`config.mk`:
```
export PLATFORM = sky130hd
export DESIGN_NAME = image_loader
export DESIGN_NICKNAME = d
export VERILOG_FILES = /design/src/rtl/loader_pkg.sv /design/src/rtl/reloc_buf.sv /design/src/rtl/ld_counter.sv /design/src/rtl/image_loader.sv
export SDC_FILE = /design/constraint.sdc
export NUM_CORES = 2
export LEC_CHECK = 0
export BUFFER_PORTS_ARGS = -buffer_cell sky130_fd_sc_hd__buf_2
export CAP_MARGIN = 20
export CORE_MARGIN = 2
export CORE_UTILIZATION = 61
export CTS_CLUSTER_DIAMETER = 80
export DETAILED_ROUTE_END_ITERATION = 7
export PLACE_DENSITY = 0.8
export SYNTH_ARGS = -nofsm -noshare
export SYNTH_HDL_FRONTEND = slang
export SYNTH_SLANG_ARGS = --single-unit
```
`constraint.sdc`:
```
create_clock -name clk -period 7 [get_ports clk]
set_input_delay 0.7 -clock clk [delete_from_list [all_inputs] [get_ports clk]]
set_output_delay 0.7 -clock clk [all_outputs]
set_load 0.02 [all_outputs]
```
`src/rtl/loader_pkg.sv`:
```
package loader_pkg;
  localparam logic [31:0] IMAGE_MAGIC = 32'h58454E4E;

  localparam logic [1:0] ERR_NONE  = 2'd0;
  localparam logic [1:0] ERR_MAGIC = 2'd1;
  localparam logic [1:0] ERR_SHORT = 2'd2;
  localparam logic [1:0] ERR_TABLE = 2'd3;

  typedef enum logic [3:0] {
    ST_IDLE, ST_MAGIC, ST_SKIP, ST_HDR, ST_TABLE, ST_COPY,
    ST_RL_TBL, ST_RL_ADDR, ST_RL_WAIT, ST_RL_MOD,
    ST_FINISH, ST_DONE, ST_ERR
  } ld_state_e;
endpackage

```
`src/rtl/reloc_buf.sv`:
```
module reloc_buf #(
  parameter int DEPTH = 16,
  parameter int IW    = 4
) (
  input  logic          clk,
  input  logic          we,
  input  logic [IW-1:0] waddr,
  input  logic [31:0]   wdata,
  input  logic [IW-1:0] raddr,
  output logic [31:0]   rdata
);
  logic [31:0] mem [DEPTH];

  always_ff @(posedge clk) begin
    if (we) mem[waddr] <= wdata;
    rdata <= mem[raddr];
  end
endmodule

```
`src/rtl/ld_counter.sv`:
```
module ld_counter #(
  parameter int W = 32
) (
  input  logic         clk,
  input  logic         rst,
  input  logic         load,
  input  logic [W-1:0] load_val,
  input  logic         dec,
  output logic         last
);
  logic [W-1:0] cnt;

  always_ff @(posedge clk) begin
    if (rst)       cnt <= '0;
    else if (load) cnt <= load_val;
    else if (dec)  cnt <= cnt - 1'b1;
  end

  assign last = (cnt == W'(1));
endmodule

```
`src/rtl/image_loader.sv`:
```
module image_loader
  import loader_pkg::*;
#(
  parameter int              AW          = 16,
  parameter int              RELOC_DEPTH = 16,
  parameter logic [AW-1:0]   RESET_BASE  = '0
) (
  input  logic          clk,
  input  logic          rst,
  input  logic          start,
  input  logic          in_valid,
  input  logic [31:0]   in_data,
  input  logic          in_last,
  output logic          in_ready,
  output logic          mem_we,
  output logic          mem_re,
  output logic [AW-1:0] mem_addr,
  output logic [31:0]   mem_wdata,
  input  logic [31:0]   mem_rdata,
  output logic          done,
  output logic          err,
  output logic [1:0]    err_code,
  output logic [31:0]   entry_addr,
  output logic [31:0]   text_end,
  output logic [31:0]   image_end,
  output logic [AW-1:0] load_base
);
  localparam int IW = (RELOC_DEPTH > 1) ? $clog2(RELOC_DEPTH) : 1;

  ld_state_e     state;
  logic [2:0]    hidx;
  logic [31:0]   ent_r, txt_r, dat_r, bss_r, nrel_r;
  logic [AW-1:0] base_q, ptr;
  logic [IW-1:0] tidx, ridx;
  logic [31:0]   buf_rdata;

  logic        acc, cnt_load, cnt_dec, cnt_last;
  logic [31:0] cnt_val, copy_len, base32;

  assign base32   = {{(32-AW){1'b0}}, base_q};
  assign copy_len = txt_r + dat_r;
  assign in_ready = (state == ST_MAGIC) || (state == ST_SKIP) || (state == ST_HDR) ||
                    (state == ST_TABLE) || (state == ST_COPY);
  assign acc       = in_valid && in_ready;
  assign done      = (state == ST_DONE);
  assign err       = (state == ST_ERR);
  assign load_base = base_q;

  // Phase counter loads: table length, copy length, relocation pass length.
  always_comb begin
    cnt_load = 1'b0;
    cnt_val  = '0;
    cnt_dec  = 1'b0;
    if (acc && state == ST_HDR && hidx == 3'd4) begin
      cnt_load = 1'b1;
      cnt_val  = (in_data != 0) ? in_data : copy_len;
    end else if (acc && state == ST_TABLE) begin
      cnt_load = cnt_last;
      cnt_val  = (copy_len != 0) ? copy_len : nrel_r;
      cnt_dec  = 1'b1;
    end else if (acc && state == ST_COPY) begin
      cnt_load = cnt_last;
      cnt_val  = nrel_r;
      cnt_dec  = 1'b1;
    end else if (state == ST_RL_MOD) begin
      cnt_dec  = 1'b1;
    end
  end

  ld_counter #(.W(32)) u_cnt (
    .clk(clk), .rst(rst), .load(cnt_load), .load_val(cnt_val),
    .dec(cnt_dec), .last(cnt_last)
  );

  reloc_buf #(.DEPTH(RELOC_DEPTH), .IW(IW)) u_tbl (
    .clk(clk), .we(acc && state == ST_TABLE), .waddr(tidx), .wdata(in_data),
    .raddr(ridx), .rdata(buf_rdata)
  );

  always_ff @(posedge clk) begin
    if (rst) begin
      state      <= ST_IDLE;
      hidx       <= '0;
      {ent_r, txt_r, dat_r, bss_r, nrel_r} <= '0;
      base_q     <= RESET_BASE;
      ptr        <= RESET_BASE;
      tidx       <= '0;
      ridx       <= '0;
      mem_we     <= 1'b0;
      mem_re     <= 1'b0;
      mem_addr   <= '0;
      mem_wdata  <= '0;
      err_code   <= ERR_NONE;
      entry_addr <= '0;
      text_end   <= '0;
      image_end  <= '0;
    end else begin
      mem_we <= 1'b0;
      mem_re <= 1'b0;
      case (state)
        ST_IDLE, ST_DONE, ST_ERR: if (start) begin
          state    <= ST_MAGIC;
          err_code <= ERR_NONE;
          hidx     <= '0;
          tidx     <= '0;
          ridx     <= '0;
          ptr      <= base_q;
        end
        ST_MAGIC: if (acc) begin
          if (in_data != IMAGE_MAGIC) begin state <= ST_ERR; err_code <= ERR_MAGIC; end
          else if (in_last)           begin state <= ST_ERR; err_code <= ERR_SHORT; end
          else state <= ST_SKIP;
        end
        ST_SKIP: if (acc) begin
          if (in_last) begin state <= ST_ERR; err_code <= ERR_SHORT; end
          else state <= ST_HDR;
        end
        ST_HDR: if (acc) begin
          hidx <= hidx + 3'd1;
          case (hidx)
            3'd0: ent_r <= in_data;
            3'd1: txt_r <= in_data;
            3'd2: dat_r <= in_data;
            3'd3: bss_r <= in_data;
            default: nrel_r <= in_data;
          endcase
          if (hidx == 3'd4) begin
            if (in_data > 32'(RELOC_DEPTH)) begin state <= ST_ERR; err_code <= ERR_TABLE; end
            else if (in_data != 0 || copy_len != 0) begin
              if (in_last) begin state <= ST_ERR; err_code <= ERR_SHORT; end
              else state <= (in_data != 0) ? ST_TABLE : ST_COPY;
            end else state <= ST_FINISH;
          end else if (in_last) begin
            state <= ST_ERR; err_code <= ERR_SHORT;
          end
        end
        ST_TABLE: if (acc) begin
          tidx <= tidx + 1'b1;
          if (cnt_last) begin
            if (copy_len == 0)  state <= ST_RL_TBL;
            else if (in_last)   begin state <= ST_ERR; err_code <= ERR_SHORT; end
            else                state <= ST_COPY;
          end else if (in_last) begin
            state <= ST_ERR; err_code <= ERR_SHORT;
          end
        end
        ST_COPY: if (acc) begin
          if (in_last && !cnt_last) begin
            state <= ST_ERR; err_code <= ERR_SHORT;
          end else begin
            mem_we    <= 1'b1;
            mem_addr  <= ptr;
            mem_wdata <= in_data;
            ptr       <= ptr + 1'b1;
            if (cnt_last) state <= (nrel_r != 0) ? ST_RL_TBL : ST_FINISH;
          end
        end
        ST_RL_TBL:  state <= ST_RL_ADDR;
        ST_RL_ADDR: begin
          mem_re   <= 1'b1;
          mem_addr <= base_q + buf_rdata[AW-1:0];
          state    <= ST_RL_WAIT;
        end
        ST_RL_WAIT: state <= ST_RL_MOD;
        ST_RL_MOD: begin
          mem_we    <= 1'b1;
          mem_wdata <= mem_rdata + base32;
          ridx      <= ridx + 1'b1;
          state     <= cnt_last ? ST_FINISH : ST_RL_TBL;
        end
        ST_FINISH: begin
          entry_addr <= base32 + ent_r;
          text_end   <= base32 + txt_r;
          image_end  <= base32 + copy_len + bss_r;
          base_q     <= base_q + AW'(copy_len + bss_r);
          state      <= ST_DONE;
        end
        default: state <= ST_IDLE;
      endcase
    end
  end
endmodule

```
==> metrics.txt <==
outcome complete, no violations; share of cells above drive strength 1 0.144; crit path capture type flop; Final Net Count 4010; grt total ovfl 0; CP top delay family compound AO/OA/AOI/OAI gates; Worst Slack Setup Final 1090 ps; max frequency 169 MHz; Fillers 4142; Worst Path Max Fanout 6; first-pass GRT wire length 162000 um; CTS sink count 643; crit-path max cell delay 530 ps; Final Hold Viols 0; Slew Limit Fails 0; Total GRT Usage 0.373; # resized after CTS 0; final setup TNS 0 ps; Detailed Place HPWL 71500 um; Critical path buffers and inverters 1; final period utilization 0.844; startpoint types flop; dpl ws 1230 ps; static leakage 14.5 nW; cts bufs inserted 69; initial core utilization 0.615; # port buffers 235; core area 55000 um^2; # IOs 236; critical-path cell list ha_1 > inv_1 > fa_1 > and2b_1 > o211ai_2 > a21o_1 > a21oi_1 > xnor2_1 > fa_1 > ha_1 > and4_1 > o211a_1 > o41a_1 > o31a_1 > nor2_1 > o31ai_1 > o41a_1 > a211o_1 > o31ai_1 > xnor2_1 > a211oi_1; final wirelength 109000 um; most frequent cells in the layout nand2_1, a21oi_1, dfxtp_1; critical path's slowest cell fa_1; CTS tree done; Max IR drop VDD 0.345 mV; initial antenna violation count 4; final std cells w/o fill 4571; largest net degree at the start of global routing 113; max_cap viols 0; clock latency on the worst-skew pair 630 ps; Crit Path Category flop to flop; post-synth net total 3869; Clock Pin Slew Worst Setup and Hold Paths 60 ps; Die X 239 um; drt first pass iters 8; die area 57300 um^2; Final min period 5910 ps; top_reg_cell synth dfxtp_1; post-CTS setup buffers 0; maximum clock path buffer count 3; worst rel slew slack 0.251; dpl cells 4435; P per Cell Area 268 nW/um^2; routability cong. 0.951; Via-to-Cell Ratio 6.48; Area Overhead vs Synth 12.8%; num rows 86; Hold Crit Class input port to flop; syn_area_per_cell 9.32 um^2; Worst-Margin Slew 1120 ps; sequential area share after synthesis 0.457; DR vias 29.6k; root buf cell clkbuf_16; post-synthesis cell area 33800 um^2; Worst Path Required 7550 ps; Detail Route Antenna Nets 0; Setup Skew 27.3 ps; H-tree Lvls 3; Cell variety after synth 84; most common cell after layout, fill and taps aside nand2_1; final setup violating endpoints 0; EDFF count, synth 256; DR DRC count 0; Syn. warnings 0; Crit path arrival time 6460 ps; Syn Inst Count 3626; unrepaired setup endpoints after global routing no; ys async rst share 0; Die H 239 um; vias in the first global route 27.3k; WL per Instance 23.8 um; initial DRC count 3664; Hold Buf Count CTS 0; #FFs+latches synth 643
## tightest hold or removal path, stage by stage
cell and delay [ps]:
buf_2 100, xor2_1 60, nand2_1 60, a21oi_1 60
## synth_stat cells, drive strengths merged (22+ instances only)
| cell type | instances | area [um^2] |
|---|---|---|
| xor2 | 42 | 368 |
| fa | 22 | 440 |
| buf | 42 | 249 |
| edfxtp | 256 | 7690 |
| nand3 | 55 | 275 |
| a211oi | 65 | 488 |
| a31oi | 34 | 213 |
| clkbuf | 203 | 773 |
| nor2 | 289 | 1090 |
| nor3 | 81 | 405 |
| o21ai | 159 | 796 |
| mux4 | 80 | 1800 |
| ha | 152 | 1900 |
| dfxtp | 387 | 7750 |
| a21o | 49 | 368 |
| nor4 | 30 | 209 |
| and3 | 38 | 238 |
| xnor2 | 83 | 727 |
| nand2 | 662 | 2480 |
| or3 | 41 | 257 |
| a21oi | 405 | 2030 |
| a311oi | 34 | 298 |
| nand2b | 22 | 138 |
| o21a | 24 | 180 |
| inv | 79 | 297 |
## metal layers
| metal | wire (um) | share of wire | track usage |
|---|---|---|---|
| met2 | 48400 | 0.45 | 0.575 |
| met1 | 42100 | 0.39 | 0.490 |
| met4 | 6360 | 0.058 | 0.213 |
| met3 | 11800 | 0.11 | 0.0798 |
| met5 | 33 | 0.00030 | 0 |
## registers in the layout (all words and copies together), names as in the netlist, 16 cells and up
register,cells
bss_r,32
dat_r,32
ent_r,32
entry_addr,32
image_end,32
mem_addr,16
mem_wdata,32
nrel_r,32
ptr,16
text_end,32
txt_r,32
u_cnt.cnt,32
u_tbl.mem,256
u_tbl.rdata,16
## through the flow
stage                     hold slack (ps)  instance area, um^2  power, W   util
after floorplan                       436                33800   0.00577      -
after global placement                437                35500   0.00632  0.646
after detailed placement              440                35600   0.00635  0.647
after CTS                             393                37900    0.0101  0.690
after global routing                  441                38100    0.0106  0.693
final                                 423                38100    0.0102  0.693
## cells by family (layout without fill, tap and decap cells)
group	count (synthesis)	count (layout)	share of synthesized area
other	0	3	0
AND/OR/NAND/NOR	1331	1331	0.175
XOR/XNOR	125	125	0.0324
multiplexers	86	86	0.0551
AO/OA/AOI/OAI	943	943	0.173
adder cells (fa/ha/maj)	174	174	0.0693
buffers and inverters	324	518	0.0390
flip-flops	643	643	0.457
## path summary, 6_finish.rpt
kind	startpoint	endpoint	slack, ps	depth (start not counted)
setup / recovery	txt_r[0]	image_end[31]	1090	21
hold / removal	mem_rdata[24]	mem_wdata[24]	420	4
setup reg to reg	txt_r[0]	image_end[31]	1090	21
hold reg to reg	mem_addr[14]	mem_addr[14]	450	2
## cell type report
type	count	area (um^2)	area share
Multi-Input combinational cell	2659	17100	0.450
Inverter	79	297	0.00778
Timing Repair Buffer	315	1950	0.0511
Antenna cell	3	7.51	0.000197
Tap cell	748	936	0.0245
Clock buffer	89	1860	0.0488
Clock inverter	35	490	0.0129
Sequential cell	643	15400	0.405
## power by group
group	internal [W]	switching, W
Combinational	0.000708	0.00139
Clock	0.00224	0.00159
Sequential	0.00408	0.000198
Total	0.00702	0.00318
No activity file was read; power rests on OpenSTA's default activity.
